--- src/rtl/eirq_pkg.sv ---
`timescale 1ns/1ps
package eirq_pkg;
  // Field indices inside the shared register word; the offset of each field is index * FIELD_W.
  localparam int FLD_SENSE  = 0;
  localparam int FLD_STATUS = 1;
  localparam int FLD_CLEAR  = 2;
  localparam int FLD_MASK   = 3;
  localparam int FLD_BOTH   = 4;
  localparam int FLD_LEVEL  = 5;
  localparam int NUM_FIELDS = 6;

  typedef enum logic [2:0] {
    TRIG_RISE,
    TRIG_FALL,
    TRIG_BOTH,
    TRIG_LVL_HI,
    TRIG_LVL_LO
  } trig_mode_e;

  typedef struct packed {
    logic sense;
    logic both_edge;
    logic level;
  } line_cfg_t;

  // The dual-edge bit overrides the other two; level-select then picks between edge and level.
  function automatic trig_mode_e decode_mode(line_cfg_t c);
    if (c.both_edge)  return TRIG_BOTH;
    else if (c.level) return c.sense ? TRIG_LVL_HI : TRIG_LVL_LO;
    else              return c.sense ? TRIG_FALL : TRIG_RISE;
  endfunction
endpackage

--- src/rtl/eirq_sync.sv ---
`timescale 1ns/1ps
module eirq_sync #(
  parameter int NUM_LINES = 4,
  parameter int STAGES    = 2
) (
  input  logic                 clk,
  input  logic                 rst_n,
  input  logic [NUM_LINES-1:0] async_i,
  output logic [NUM_LINES-1:0] sync_o
);
  for (genvar n = 0; n < NUM_LINES; n++) begin : g_line
    logic [STAGES-1:0] chain_q;
    always_ff @(posedge clk or negedge rst_n) begin
      if (!rst_n) chain_q <= '0;
      else        chain_q <= {chain_q[STAGES-2:0], async_i[n]};
    end
    assign sync_o[n] = chain_q[STAGES-1];
  end
endmodule

--- src/rtl/eirq_line.sv ---
`timescale 1ns/1ps
module eirq_line
  import eirq_pkg::*;
(
  input  logic      clk,
  input  logic      rst_n,
  input  logic      sync_i,
  input  line_cfg_t cfg_i,
  input  logic      clr_i,
  output logic      pend_o
);
  trig_mode_e mode;
  logic prev_q, pend_q;
  logic edge_now, active_now, lvl_eff;

  assign mode = decode_mode(cfg_i);

  always_comb begin
    edge_now   = 1'b0;
    active_now = 1'b0;
    lvl_eff    = 1'b0;
    case (mode)
      TRIG_RISE:   edge_now = sync_i & ~prev_q;
      TRIG_FALL:   edge_now = ~sync_i & prev_q;
      TRIG_BOTH:   edge_now = sync_i ^ prev_q;
      TRIG_LVL_HI: begin lvl_eff = 1'b1; active_now = sync_i;  end
      TRIG_LVL_LO: begin lvl_eff = 1'b1; active_now = ~sync_i; end
      default:     edge_now = 1'b0;
    endcase
  end

  always_ff @(posedge clk or negedge rst_n) begin
    if (!rst_n) begin
      prev_q <= 1'b0;
      pend_q <= 1'b0;
    end else begin
      prev_q <= sync_i;
      if (lvl_eff) pend_q <= active_now;
      else         pend_q <= edge_now | (pend_q & ~clr_i);
    end
  end

  assign pend_o = pend_q;

  // an edge-mode pending bit survives until it is acknowledged
  assert_edge_sticky_R3: assert property (@(posedge clk) disable iff (!rst_n)
    (pend_q && !clr_i && !lvl_eff) |=> (pend_q || lvl_eff));

  // in a level mode an active level keeps pending set regardless of acknowledge
  assert_level_follows_R10: assert property (@(posedge clk) disable iff (!rst_n)
    (lvl_eff && active_now) |=> pend_q);

  // acknowledge without a coincident edge empties the pending bit
  assert_clear_works_R9: assert property (@(posedge clk) disable iff (!rst_n)
    (!lvl_eff && clr_i && !edge_now) |=> !pend_q);
endmodule

--- src/rtl/eirq_regs.sv ---
`timescale 1ns/1ps
module eirq_regs
  import eirq_pkg::*;
#(
  parameter int NUM_LINES = 4,
  parameter int FIELD_W   = 4,
  parameter int REG_W     = 32
) (
  input  logic                        clk,
  input  logic                        rst_n,
  input  logic                        wr_en_i,
  input  logic [REG_W-1:0]            wr_data_i,
  input  logic [NUM_LINES-1:0]        status_i,
  output line_cfg_t [NUM_LINES-1:0]   cfg_o,
  output logic [NUM_LINES-1:0]        mask_o,
  output logic [NUM_LINES-1:0]        clr_o,
  output logic [REG_W-1:0]            rd_data_o
);
  localparam int BASE_SENSE  = FLD_SENSE  * FIELD_W;
  localparam int BASE_STATUS = FLD_STATUS * FIELD_W;
  localparam int BASE_CLEAR  = FLD_CLEAR  * FIELD_W;
  localparam int BASE_MASK   = FLD_MASK   * FIELD_W;
  localparam int BASE_BOTH   = FLD_BOTH   * FIELD_W;
  localparam int BASE_LEVEL  = FLD_LEVEL  * FIELD_W;

  logic [NUM_LINES-1:0] sense_q, mask_q, both_q, level_q;
  logic [NUM_LINES-1:0] wr_sense, wr_mask, wr_both, wr_level, wr_clear;

  for (genvar n = 0; n < NUM_LINES; n++) begin : g_fld
    assign wr_sense[n] = wr_data_i[BASE_SENSE + n];
    assign wr_mask[n]  = wr_data_i[BASE_MASK  + n];
    assign wr_both[n]  = wr_data_i[BASE_BOTH  + n];
    assign wr_level[n] = wr_data_i[BASE_LEVEL + n];
    assign wr_clear[n] = wr_data_i[BASE_CLEAR + n];
    assign cfg_o[n]    = '{sense: sense_q[n], both_edge: both_q[n], level: level_q[n]};
  end

  logic unused_wr_bits;
  assign unused_wr_bits = ^wr_data_i;

  always_ff @(posedge clk or negedge rst_n) begin
    if (!rst_n) begin
      sense_q <= '0;
      mask_q  <= '0;
      both_q  <= '0;
      level_q <= '0;
    end else if (wr_en_i) begin
      sense_q <= wr_sense;
      mask_q  <= wr_mask;
      both_q  <= wr_both;
      level_q <= wr_level;
    end
  end

  // Acknowledge is a pulse that lives only in the write cycle; nothing is stored.
  assign clr_o  = wr_en_i ? wr_clear : '0;
  assign mask_o = mask_q;

  always_comb begin
    rd_data_o = '0;
    for (int n = 0; n < NUM_LINES; n++) begin
      rd_data_o[BASE_SENSE  + n] = sense_q[n];
      rd_data_o[BASE_STATUS + n] = status_i[n];
      rd_data_o[BASE_MASK   + n] = mask_q[n];
      rd_data_o[BASE_BOTH   + n] = both_q[n];
      rd_data_o[BASE_LEVEL  + n] = level_q[n];
    end
  end

  // configuration only moves on a write
  assert_cfg_hold_R2: assert property (@(posedge clk) disable iff (!rst_n)
    !wr_en_i |=> ($stable(sense_q) && $stable(mask_q) && $stable(both_q) && $stable(level_q)));
endmodule

--- src/rtl/ext_irq_trigger.sv ---
`timescale 1ns/1ps
module ext_irq_trigger
  import eirq_pkg::*;
#(
  parameter int NUM_LINES = 4,
  parameter int FIELD_W   = 4,
  parameter int REG_W     = 32
) (
  input  logic                 clk,
  input  logic                 rst_n,
  input  logic [NUM_LINES-1:0] irq_pin_i,
  input  logic                 reg_wr_en_i,
  input  logic [REG_W-1:0]     reg_wr_data_i,
  output logic [REG_W-1:0]     reg_rd_data_o,
  output logic [NUM_LINES-1:0] irq_o
);
  localparam int SYNC_STAGES = 2;
  localparam int BASE_STATUS = FLD_STATUS * FIELD_W;

  logic [NUM_LINES-1:0]      pin_sync, pend, mask, clr;
  line_cfg_t [NUM_LINES-1:0] cfg;

  eirq_sync #(.NUM_LINES(NUM_LINES), .STAGES(SYNC_STAGES)) u_sync (
    .clk     (clk),
    .rst_n   (rst_n),
    .async_i (irq_pin_i),
    .sync_o  (pin_sync)
  );

  eirq_regs #(.NUM_LINES(NUM_LINES), .FIELD_W(FIELD_W), .REG_W(REG_W)) u_regs (
    .clk       (clk),
    .rst_n     (rst_n),
    .wr_en_i   (reg_wr_en_i),
    .wr_data_i (reg_wr_data_i),
    .status_i  (pend),
    .cfg_o     (cfg),
    .mask_o    (mask),
    .clr_o     (clr),
    .rd_data_o (reg_rd_data_o)
  );

  for (genvar n = 0; n < NUM_LINES; n++) begin : g_trig
    eirq_line u_line (
      .clk    (clk),
      .rst_n  (rst_n),
      .sync_i (pin_sync[n]),
      .cfg_i  (cfg[n]),
      .clr_i  (clr[n]),
      .pend_o (pend[n])
    );

    // a request never appears without the matching status bit in the register word
    assert_out_has_status_R8: assert property (@(posedge clk) disable iff (!rst_n)
      irq_o[n] |-> reg_rd_data_o[BASE_STATUS + n]);
  end

  assign irq_o = pend & mask;
endmodule

--- config.mk ---
export PLATFORM = sky130hd
export DESIGN_NAME = ext_irq_trigger
export DESIGN_NICKNAME = d
export VERILOG_FILES = /design/src/rtl/eirq_pkg.sv /design/src/rtl/eirq_sync.sv /design/src/rtl/eirq_line.sv /design/src/rtl/eirq_regs.sv /design/src/rtl/ext_irq_trigger.sv
export SDC_FILE = /design/constraint.sdc
export NUM_CORES = 1
export LEC_CHECK = 0
export ABC_AREA = 1
export CAP_MARGIN = 5
export CORE_UTILIZATION = 43
export DETAILED_ROUTE_END_ITERATION = 16
export GPL_TIMING_DRIVEN = 0
export PLACE_DENSITY = 0.85
export SLEW_MARGIN = 20
export SYNTH_ARGS = -nofsm -noshare
export SYNTH_HDL_FRONTEND = slang
export SYNTH_SLANG_ARGS = --single-unit
--- constraint.sdc ---
create_clock -name clk -period 3.1 [get_ports clk]
set_input_delay 0.62 -clock clk [delete_from_list [all_inputs] [get_ports clk]]
set_output_delay 0.62 -clock clk [all_outputs]
set_load 0.02 [all_outputs]
# Word level (Yosys, flattened, before mapping)
# Cells that the tools add are included.
[classes]
n_eq_ne = 16
mux = 33
bitwise = 33
n_reduce_logical = 8
[op_table]
columns = ["op", "count"]
rows = [
  ["3-bit two-way mux", 12],
  ["3-bit by 2-bit == test with 1-bit output, second input constant", 8],
  ["1-bit AND", 12],
  ["3-bit by 1-bit == test with 1-bit output, second input constant", 4],
  ["3-bit == test, second input constant", 4],
  ["3-bit logical NOT", 4],
  ["1-bit two-way mux", 12],
  ["1-bit inverter", 12],
  ["1-bit one-hot mux with 3 select lines", 4],
  ["1-bit one-hot mux with 2 select lines", 4],
  ["2-bit OR reduction", 4],
  ["4-bit AND", 1],
  ["4-bit two-way mux", 1],
  ["1-bit OR", 4],
  ["1-bit bitwise XOR", 4],
]
[totals]
reg_bits = 32
in_bits = 39
output_inout_bits = 36
wordCells = 106

# Logic depth before layout (Yosys ltp)
# Gate-level depths: netlist (run 1).
[logic_depth]
ltp_word = 7
mapped_depth = 8
depth_no_buf = 8

# By module
# A second synthesis (run 1) with hierarchy kept.
[hier_totals]
cells_unflattened = 221
hier_area_um2 = 1756.7
[modules_own_cells]
columns = ["module", "instances", "cells_each", "area_per_inst_um2", "seq_area_each_um2"]
rows = [
  ["eirq_regs", 1, 109, 875.8, 400.4],
  ["eirq_line", 4, 23, 155.1, 50.0],
  ["eirq_sync", 1, 12, 230.2, 200.2],
  ["ext_irq_trigger", 1, 8, 30.0, 0.0],
]

# Worst setup path before layout (run 1)
# Ideal clock, no wire load.
[synth_timing]
path_type = "flip-flop to output port"
from = "register u_regs.mask_q[0] (netlist: u_regs.mask_o[0])"
to = "output irq_o[0]"
arrival_time_ns = 0.658
required_ns = 2.480
path_slack_ns = 1.822
stages_incl_launch_ff = 3
n_path_buf = 0
cell_sequence = "dfrtp_1 nand2_1 inv_1"
[synth_via]
elab_chain_cells = 1
[synth_rtl]
columns = ["element", "line", "source"]
rows = [
  ["from (decl)", "eirq_regs.sv:26", "logic [NUM_LINES-1:0] sense_q, mask_q, both_q, level_q;"],
  ["from (signal assigned)", "eirq_regs.sv:49", "mask_q <= wr_mask;"],
  ["4-bit AND", "ext_irq_trigger.sv:57", "assign irq_o = pend & mask;"],
  ["to (decl)", "ext_irq_trigger.sv:15", "output logic [NUM_LINES-1:0] irq_o"],
]
# No other way between the ends.

# Final worst setup path (run 1)
[layout_timing]
from = "register g_trig[2].u_line.pend_q"
to = "output reg_rd_data_o[6]"
[layout_rtl]
columns = ["element", "line", "source"]
rows = [
  ["from (decl)", "eirq_line.sv:13", "logic prev_q, pend_q;"],
  ["from (signal assigned)", "eirq_line.sv:38", "if (lvl_eff) pend_q <= active_now;"],
  ["from (signal assigned)", "eirq_line.sv:39", "else pend_q <= edge_now | (pend_q & ~clr_i);"],
  ["to (decl)", "ext_irq_trigger.sv:14", "output logic [REG_W-1:0] reg_rd_data_o,"],
]
# No word-level cell between the ends.

==> out/metrics.cfg, run 1 <==
[cts]
cts_resized=0
cts_hold_buffers=0
clk_path_buf_depth=2
root_buffer=clkbuf_4
cts_buffers=5
htreeDepth=2
clk_pin_slew_ps=100
cts_setup_buffers=0
cts.sinks=32
cts_tree=done
clk_latency_ps=340

[floorplanning]
core_area_um2=3360
dieArea_um2=3770
die_w_um=61.4
pin_count=75
start_util_pct=45.2
placementRows=21
die_h_um=61.4

[synthesis]
ys_seq_area_share_pct=52.7
synth_area_per_cell_um2=9.26
synth_cell_types=15
synth_area_leaders=dfrtp_1, nand2_1, buf_4
synth_top_area_share_pct=52.7
syn_inst=164
synth_area_um2=1520
yosys_warnings=0
synth-seq-cells=32
synth_top_area_cell=dfrtp_1

[timing]
worst_pin_slew_ps=708
whs_ps=329
rsz0062_at_grt=no
fin_tns_setup_ps=0
relSlewSlack_pct=52.8
finalCritPeriodShare_pct=66.6
setup_viol=0
max_freq_ghz=0.484
skew_ps=9.37
post-route-min-period_ps=2060
timing_max_transition_violations_final=0
setup_slack_ps=1040
hold_viol=0

[drt]
drc=0
drt_iter0_drc=45
drt_wl_total_um=2930
ant_nets=0
avgViaCountPerCell=4.34
wl_per_cell_um=10.5
firstDrtPassIters=4
via_count=1207

[global_routing]
grt_use_total_pct=17.9
grt_antenna_before_repair=0
grt_pass1_vias=1102
grt_overflow=0
grt_pass1_wl_um=4650
grt_max_degree=33

[placed_design]
dp_cells=270
routabilityCongestion=0.773
pre_cts_slack_ps=1410
hpwlAfterDp_um=2160
port_buffers=49

[flow_run]
cap_violations=0

[critical_path]
r2r_end=g_trig[3].u_line.pend_o
r2r_setup_slack_ps=2040
critical_path_class=reg2out
critPathCapture=reg_rd_data_o[6]
max_stage_delay_ps=590
worstPathRequired_ps=2480
setup.worst_path.start_class=flop
cp_slowest_cell=clkdlybuf4s50_1
timing.rr.start=u_sync.g_line[3].chain_q[1]
critical_path.max_fanout=3
cp_cell_sequence=buf_4, clkdlybuf4s50_1
crit_path_end_kind=output pin
r2r_cells=8
arrival_ps=1440
critPathLaunch=g_trig[2].u_line.pend_o

[final_layout]
final_cell_mix=clkdlybuf4s50_1, nand2_1, dfrtp_1, inv_1, buf_4
final_layout_size_suffix_gt1_share_pct=14.2
nets=278
stdcell_count=278
mostFrequentLayoutCell=clkdlybuf4s50_1
antenna_cells=0
area_growth_pct=42.3

[power]
p_comb_share_pct=28.1
p_clk_share_pct=24.0
powerDensity_nw_per_um2=473
p_leak_nw=1.10
finalPower_mw=1.02
p_sw_mw=0.304
p_int_mw=0.718
p_sw_share_pct=29.8
power_frac_seq_pct=47.8
peakVddDrop_v=0.000243

[run_status]
status=finished clean

[worst_hold_path]
hold_path_class=in2async

[cells in the mapped netlist]
master,count
nand2_1,43
dfrtp_1,32
inv_1,23
buf_4,17
nor2_1,10
ha_1,8
nand3_1,8
o21ai_0,8
mux2_2,7
a21oi_1,3
a31oi_1,1
buf_2,1
buf_6,1
conb_1,1
o21ai_1,1
[per-stage QoR]
| step | area [um^2] | utilization [%] |
|---|---|---|
| 3_3_place_gp | 2110 | 62.7 |
| 2_1_floorplan | 1560 | - |
| 6_report | 2160 | 64.3 |
| 5_1_grt | 2160 | 64.3 |
| 3_5_place_dp | 2100 | 62.5 |
| 4_1_cts | 2160 | 64.3 |
[layer usage]
metal  GRT usage [%]  part of all wire, %  up-vias
met2            29.7                   49       52
met3            5.67                  7.2        8
met1            19.7                   41      539
li1                -                    -      608
met5               0                    0        -
met4            12.4                  2.3        0
[cell type report]
| cell class | instances | area [um^2] |
|---|---|---|
| clock buffer | 8 | 58.8 |
| sequential | 32 | 801 |
| inverter | 23 | 86.3 |
| timing repair buffer | 49 | 485 |
| buffer | 19 | 144 |
| fill | 308 | 1200 |
| multi-input combinational | 101 | 529 |
| tap | 46 | 57.6 |
[how the worst min path moves through the flow]
stage / startpoint / end / slack, ps
detailed placement: u_sync.g_line[0].chain_q[0] / u_sync.g_line[0].chain_q[1] / 340
floorplan: rst_n / g_trig[0].u_line.pend_o / 320
global route: u_sync.g_line[0].chain_q[0] / u_sync.g_line[0].chain_q[1] / 360
finish: rst_n / u_regs.mask_o[0] / 330
global placement: u_sync.g_line[3].chain_q[0] / u_sync.g_line[3].chain_q[1] / 330
CTS: rst_n / g_trig[2].u_line.pend_o / 330
[worst max-delay path: cells and delay by family (launching register included)]
kind	cells	cell delay [ps]
buffers and inverters	2	710
flip-flops	1	390
[logic make-up after synthesis]
| kind of cell | share of synthesized area [%] |
|---|---|
| flops | 52.7 |
| buf+inv | 15.2 |
| other cells | 0.247 |
| compound gates | 4.37 |
| simple gates | 15.7 |
| fa+ha+maj | 6.59 |
| mux | 5.19 |
[state kept, by name, indices dropped and copies added (netlist names)]
signal / count
u_regs.mask_o: 4
u_regs.level_q: 4
g_trig.u_line.prev_q: 4
u_sync.g_line.chain_q: 8
u_regs.both_q: 4
g_trig.u_line.pend_o: 4
u_regs.sense_q: 4
[power by group through the flow]
| stage | registers, mW | clock network (mW) | logic (mW) |
|---|---|---|---|
| after global placement | 0.496 | 0 | 0.285 |
| after global routing | 0.495 | 0.281 | 0.318 |
| final | 0.489 | 0.246 | 0.288 |
| after CTS | 0.489 | 0.260 | 0.291 |
| after floorplan | 0.515 | 0 | 0.135 |
| after detailed placement | 0.497 | 0 | 0.290 |
(Power assumes the default switching activity.)
==> run 2, diff against run 1 <==
--- a/config.mk
+++ b/config.mk
@@ -7,10 +7,10 @@
 export LEC_CHECK = 0
 export ABC_AREA = 1
 export CAP_MARGIN = 5
-export CORE_UTILIZATION = 43
+export CORE_UTILIZATION = 40
 export DETAILED_ROUTE_END_ITERATION = 16
 export GPL_TIMING_DRIVEN = 0
-export PLACE_DENSITY = 0.85
+export PLACE_DENSITY = 0.8
 export SLEW_MARGIN = 20
 export SYNTH_ARGS = -nofsm -noshare
 export SYNTH_HDL_FRONTEND = slang
==> constraint.sdc (replaced) <==
create_clock -name clk -period 2 [get_ports clk]
set_input_delay 0.4 -clock clk [delete_from_list [all_inputs] [get_ports clk]]
set_output_delay 0.4 -clock clk [all_outputs]
set_load 0.02 [all_outputs]
==> out/metrics.cfg, run 2 (synthesized netlist as in run 1, its figures left out) <==
[cts]
cts_buffers=5
clk_latency_ps=270
cts_tree=done
cts.sinks=32
cts_resized=0
htreeDepth=2
cts_setup_buffers=0
clk_path_buf_depth=2
clk_pin_slew_ps=60
cts_hold_buffers=0
root_buffer=clkbuf_8

[drt]
avgViaCountPerCell=4.31
ant_nets=0
drt_iter0_drc=47
drc=0
via_count=1206
firstDrtPassIters=4
drt_wl_total_um=2770
wl_per_cell_um=9.89

[worst_hold_path]
hold_path_class=in2async

[global_routing]
grt_antenna_before_repair=0
grt_use_met1_pct=19.6
grt_pass1_wl_um=4860
grt_overflow=0
grt_use_total_pct=15.9
use_met3_pct=4.35
grt_max_degree=33
grt.busiest_layer=met2
use_met2_pct=25.7
grt_pass1_vias=1109

[critical_path]
critical_path.max_fanout=3
path_buf_inv=2
arrival_ps=1360
worstPathRequired_ps=1600
crit_family=buffers and inverters
setup.worst_path.start_class=flop
cp_slowest_cell=clkdlybuf4s50_1
cp_num_cells=3
cp_cell_sequence=nand2_1, inv_1, clkdlybuf4s50_1
critical_path_class=reg2out
r2r_cells=4
crit_path_end_kind=output pin
max_stage_delay_ps=590

[final_layout]
largest_register=u_sync.g_line.chain_q
final_layout_size_suffix_gt1_share_pct=14.2
largest_register_ffs=8
final_cell_mix=clkdlybuf4s50_1, nand2_1, dfrtp_1, inv_1, buf_4
nets=278
final_area_um2=2200
antenna_cells=0
area_growth_pct=44.6
mostFrequentLayoutCell=clkdlybuf4s50_1

[power]
p_int_mw=1.22
p_sw_mw=0.473
p_leak_nw=1.11
p_clk_share_pct=29.1
powerDensity_nw_per_um2=771
peakVddDrop_v=0.000582
finalPower_mw=1.69
power_frac_seq_pct=44.8
p_sw_share_pct=27.9
p_comb_share_pct=26.1

[placed_design]
dpl_cell_area_um2=2110
port_buffers=49
hpwlAfterDp_um=2120
routabilityCongestion=0.824

[floorplanning]
dieArea_um2=4050
die_w_um=63.6
core_area_um2=3660
placementRows=22
die_h_um=63.6
pin_count=75
start_util_pct=41.5

[timing]
skew_ps=0.725
rsz0062_at_grt=no
setup_viol=0
max_freq_ghz=0.568
fin_tns_setup_ps=0
post-route-min-period_ps=1760
timing_max_transition_violations_final=0
relSlewSlack_pct=54.3
hold_viol=0
worst_pin_slew_ps=685
finalCritPeriodShare_pct=88.1

[run_status]
status=finished clean

[flow_run]
cap_violations=0

==> run 2: cell counts in the layout (fill, tap and decap cells not counted) <==
No cell type changed its count.
==> run 2: final timing paths <==
check	start	end	slack (ps)
worst max-delay path	u_regs.mask_o[2]	irq_o[2]	240
worst min-delay path	rst_n	u_regs.level_q[1]	160
worst max register to register	u_sync.g_line[3].chain_q[1]	g_trig[3].u_line.pend_o	940
worst min register to register	u_sync.g_line[0].chain_q[0]	u_sync.g_line[0].chain_q[1]	350
max in group asynchronous	rst_n	g_trig[0].u_line.pend_o	1390
min in group clk	u_sync.g_line[0].chain_q[0]	u_sync.g_line[0].chain_q[1]	350
==> run 2: layout make-up <==
| type | count | area [um^2] |
|---|---|---|
| Fill cell | 330 | 1470 |
| Sequential cell | 32 | 801 |
| Multi-Input combinational cell | 101 | 529 |
| Timing Repair Buffer | 49 | 485 |
| Buffer | 19 | 144 |
| Clock buffer | 8 | 90.1 |
| Inverter | 23 | 86.3 |
| Tap cell | 48 | 60.1 |
==> run 2: power groups by stage <==
stage | combinational (mW) | sequential (mW) | clock, mW
floorplan | 0.209 | 0.798 | 0
global placement | 0.440 | 0.767 | 0
detailed placement | 0.446 | 0.771 | 0
CTS | 0.447 | 0.759 | 0.508
global route | 0.483 | 0.768 | 0.535
finish | 0.442 | 0.758 | 0.494
==> run 2: through the flow <==
stage | hold slack [ps] | worst slack, ps | utilization (%) | cells
global route | 225 | 188 | 60.0 | 280
detailed placement | 340 | 524 | 57.5 | 272
finish | 161 | 238 | 60.0 | 280
floorplan | 104 | 942 | - | 175
global placement | 333 | -45.4 | 57.7 | 272
CTS | 192 | 217 | 60.0 | 280
==> run 2: layer usage <==
layer  up-vias  wire length [um]  share of wire, %
met1       548              1220                44
met3         5               157               5.7
met4         0                39               1.4
met5         -                 0                 0
met2        41              1350                49
li1        612                 -                 -
